### config.mk
export PLATFORM = sky130hd
export DESIGN_NAME = twin_disk_regdec
export DESIGN_NICKNAME = d
export VERILOG_FILES = /design/src/rtl/twin_disk_regdec.sv
export SDC_FILE = /design/constraint.sdc
export NUM_CORES = 1
export LEC_CHECK = 0
export BUFFER_PORTS_ARGS = -buffer_cell sky130_fd_sc_hd__buf_4
export CAP_MARGIN = 20
export CORE_UTILIZATION = 36
export DETAILED_ROUTE_END_ITERATION = 8
export GPL_TIMING_DRIVEN = 0
export PLACE_DENSITY = 0.89
export RECOVER_POWER = 50
export REMOVE_ABC_BUFFERS = 1
export SKIP_CTS_REPAIR_TIMING = 1
export SKIP_LAST_GASP = 1
export SYNTH_ARGS = -nofsm -noshare
export SYNTH_HDL_FRONTEND = slang
export SYNTH_SLANG_ARGS = --single-unit
### constraint.sdc
create_clock -name clk -period 5.1 [get_ports clk]
set_input_delay 1.02 -clock clk [delete_from_list [all_inputs] [get_ports clk]]
set_output_delay 1.02 -clock clk [all_outputs]
set_load 0.02 [all_outputs]
### src/rtl/twin_disk_regdec.sv
module twin_disk_regdec #(
  parameter int          AW      = 14,
  parameter logic [3:0]  CARD_ID = 4'd3,
  parameter int          STEP    = 6
) (
  input  logic          clk,
  input  logic          rst_n,
  input  logic [AW-1:0] host_addr,
  input  logic          host_rd,
  input  logic          host_wr,
  input  logic [7:0]    host_wdata,
  output logic [7:0]    host_rdata,
  input  logic [7:0]    drv_rdata,
  input  logic [1:0]    drv_irq,
  output logic          irq_out,
  output logic [1:0]    drv_cs,
  output logic [1:0]    drv_ctl_cs,
  output logic [2:0]    drv_reg,
  input  logic [1:0]    drv_dmarq,
  output logic          host_dmarq,
  input  logic          host_dmack,
  output logic [1:0]    drv_dmack
);

  localparam int          LW        = AW - 2;
  localparam logic [LW-1:0] OFS_GATE = LW'(12'h200);
  localparam logic [LW-1:0] OFS_STAT = LW'(12'h290);
  localparam logic [LW-1:0] OFS_CTL  = LW'(12'h380);
  localparam logic [LW-1:0] OFS_ID   = LW'(12'h280);

  logic [7:0] sel_q;
  logic [1:0] armed_q;
  logic       acc, ext_en;
  logic [LW-1:0] low;
  logic [1:0] in_ch, tf_hit, ctl_hit, gate_hit, stat_hit;
  logic       id_hit, latch_hit;

  assign acc    = host_rd | host_wr;
  assign low    = host_addr[LW-1:0];
  assign ext_en = sel_q[5];

  assign in_ch[0] = host_addr[AW-1:AW-2] == 2'b10;
  assign in_ch[1] = host_addr[AW-1:AW-2] == 2'b11;

  for (genvar c = 0; c < 2; c++) begin : g_ch
    assign tf_hit[c]   = in_ch[c] && (low >> (STEP + 3)) == '0 && low[STEP-1:0] == '0;
    assign ctl_hit[c]  = in_ch[c] && low == OFS_CTL;
    assign gate_hit[c] = in_ch[c] && low == OFS_GATE;
    assign stat_hit[c] = in_ch[c] && low == OFS_STAT;

    always_ff @(posedge clk) begin
      if (!rst_n)                       armed_q[c] <= 1'b0;
      else if (host_wr && gate_hit[c])  armed_q[c] <= 1'b1;
      else if (host_rd && gate_hit[c])  armed_q[c] <= 1'b0;
    end

    assign drv_cs[c]     = acc && ext_en && tf_hit[c];
    assign drv_ctl_cs[c] = acc && ext_en && ctl_hit[c];
    assign drv_dmack[c]  = host_dmack && (sel_q[0] == 1'(c));
  end

  assign id_hit    = in_ch[0] && (low >> 4) == (OFS_ID >> 4) && low[1:0] == 2'b00;
  assign latch_hit = host_addr == '0;

  always_ff @(posedge clk) begin
    if (!rst_n)                    sel_q <= 8'h00;
    else if (host_wr && latch_hit) sel_q <= host_wdata;
  end

  assign drv_reg    = (|drv_cs || |drv_ctl_cs) ? host_addr[STEP+2:STEP] : 3'd0;
  assign irq_out    = |(drv_irq & armed_q);
  assign host_dmarq = drv_dmarq[sel_q[0]];

  always_comb begin
    host_rdata = 8'hFF;
    if (host_rd) begin
      if (|drv_cs || |drv_ctl_cs) host_rdata = drv_rdata;
      else if (stat_hit[0])       host_rdata = {7'd0, drv_irq[0]};
      else if (stat_hit[1])       host_rdata = {7'd0, drv_irq[1]};
      else if (id_hit)            host_rdata = {7'd0, CARD_ID[low[3:2]]};
    end
  end

endmodule

==> flow_summary.json <==
{
  "maxSlewHeadroom": 0.526,
  "synth_common_cells": "a21o_1 (7), and2_1 (4), dfxtp_1 (4), nand3_1 (4), nor3_1 (4)",
  "antenna_left": 0,
  "synthCells": 66,
  "syn2layout_area_growth_pct": 70.4,
  "routedWlPerCell_um": 14.1,
  "die_area_um2": 1650,
  "drc": 0,
  "slew_violations": 0,
  "rr_endpoint": "sel_q[0]$_SDFFE_PN0P_",
  "rr_worst_depth": 2,
  "layout.filler_cells": 131,
  "yosysSeqAreaShare": 0.149,
  "end_kind": "output port",
  "power_frac_seq": 0.296,
  "clockBufferDepth": 2,
  "tns_ns": 0,
  "die_y_um": 40.6,
  "vias_per_cell": 5.79,
  "grt_use_total": 0.220,
  "yosysTopAreaCell": "dfxtp_1",
  "synth_edf_count": 0,
  "synth_cell_types": 37,
  "drt_iter0_markers": 14,
  "setup_viol": 0,
  "io_pins": 58,
  "synth_warnings": 0,
  "path_clk_slew_ns": 0.04,
  "yosys-top-cells-area": "dfxtp_1 (15%), a21o_1 (9.8%), a2111oi_4 (5.1%)",
  "p_switching_mw": 0.0288,
  "status": "finished, final reports clean",
  "synth_top_area_frac": 0.149,
  "p_leak_nw": 0.360,
  "power_density_nw_per_um2": 116,
  "coreArea_um2": 1350,
  "wl_met2_um": 945,
  "drt-met1-wl_um": 727,
  "period_share": 0.789,
  "multiInputGateArea_um2": 433,
  "hold_path_class": "reg -> reg",
  "overflow": 0,
  "grt_pass1_vias": 643,
  "wl_met3_um": 167,
  "crit_type": "in -> out",
  "drive_gt1_frac": 0.458,
  "seq_area_um2": 80.1,
  "max_freq_mhz": 249,
  "antenna_found_initial": 0,
  "grt_max_degree": 14,
  "min_from": "sel_q[5]$_SDFFE_PN0P_",
  "post-place-ws_ns": 1.05,
  "start_util": 0.398,
  "finClkSkew_ns": 0,
  "yosysMostFrequentCell": "a21o_1",
  "comb_power_share": 0.325,
  "finalNetCount": 159,
  "async_flop_share": 0,
  "rows": 13,
  "synth-main-ff-cell": "dfxtp_1",
  "cp_max_fo": 13,
  "place_congestion": 0.821,
  "vias": 770,
  "first_pass_iters": 4,
  "dp_hpwl_um": 1560,
  "intPower_mw": 0.0776,
  "syn_avg_cell_area_um2": 8.13,
  "ir_worst_vdd_v": 0.0000598,
  "rsz0062_at_grt": "no",
  "postLayoutCoreUtil": 0.677,
  "cts_tree": "yes",
  "crit_path_start_kind": "primary input",
  "hold_violations": 0,
  "routed_wl_um": 1870,
  "switching_share": 0.270,
  "highest_layer": "met4",
  "diodes": 0,
  "r2r_slack_ns": 4.42,
  "period_minus_slack_ns": 4.02,
  "die-width_um": 40.6,
  "hold_end": "sel_q[5]$_SDFFE_PN0P_",
  "cts.sinks": 4,
  "netlist_area_um2": 537,
  "root_buffer": "clkbuf_4",
  "timing.rr.start": "sel_q[0]$_SDFFE_PN0P_",
  "grt_pass1_wl_um": 2430,
  "holdWs_ns": 0.519,
  "port_buffers": 51,
  "required_ns": 4.08,
  "clkPwrFrac": 0.380,
  "drv_cap": 0,
  "worst_pin_slew_ns": 0.711,
  "htree_levels": 1,
  "cp_data_arrival_time_ns": 3.00,
  "clk_latency_ns": 0.24,
  "hold_depth": 2,
  "setup_slack_ns": 1.08,
  "ys_ff_latch": 4,
  "cts_buffers": 3
}
-- state kept, by name (all words and copies together) (netlist names) --
register and cells:
sel_q 2, armed_q 2
-- logic make-up after synthesis --
group,after synthesis,synth area share
AO/OA/AOI/OAI,22,0.343
buffers and inverters,4,0.0373
flip-flops,4,0.149
AND/OR/NAND/NOR,34,0.431
multiplexers,2,0.0396
-- critical path: stages --
cell and delay (ns):
buf_4 0.11, or4_4 0.57, a2111oi_4 0.66, o31ai_2 0.27, a21o_1 0.22, buf_4 0.15
-- layout make-up --
class                      instances  share of cell area
inverter                           2             0.00821
sequential                         4              0.0876
tap                               15              0.0205
clock buffer                       3              0.0246
timing repair buffer              51               0.386
multi-input combinational         58               0.473
-- power by group through the flow --
stage	Clock [mW]	Sequential, mW	Combinational [mW]
after floorplan	0	0.0319	0.00865
after global routing	0.0405	0.0314	0.0371
after detailed placement	0	0.0319	0.0356
after global placement	0	0.0319	0.0346
after CTS	0.0404	0.0315	0.0358
final	0.0404	0.0315	0.0346
-- stage by stage --
step | instance area [um2] | instances | power (mW)
finish | 915 | 133 | 0.106
global route | 915 | 133 | 0.109
CTS | 948 | 133 | 0.108
detailed placement | 926 | 130 | 0.0675
global placement | 926 | 130 | 0.0666
floorplan | 524 | 64 | 0.0406
-- cell usage in the layout (no fill, tap or decap), drive strengths merged, types with 3 or more instances in the layout --
cell	n
a21o	7
and2	4
buf	43
clkbuf	11
dfxtp	4
nand3	4
nor3	5
nor4	3
o21ai	3
or3	3
-- how the worst max path moves through the flow --
| stage | cells after the start | endpoint | slack, ns | start |
|---|---|---|---|---|
| CTS | 6 | host_rdata[1] | 1.05 | host_addr[5] |
| detailed placement | 6 | host_rdata[1] | 1.05 | host_addr[5] |
| global route | 6 | host_rdata[1] | 0.96 | host_addr[1] |
| floorplan | 4 | host_rdata[1] | 1.49 | host_addr[5] |
| global placement | 6 | host_rdata[1] | 1.15 | host_addr[5] |
| finish | 6 | host_rdata[1] | 1.08 | host_addr[5] |
-- routing by layer --
metal,vias to the layer above,GRT usage
met5,-,0
met4,0,0.0750
met3,4,0.0163
met2,47,0.440
met1,345,0.236
li1,374,-
No activity file was read; power rests on OpenSTA's default activity.
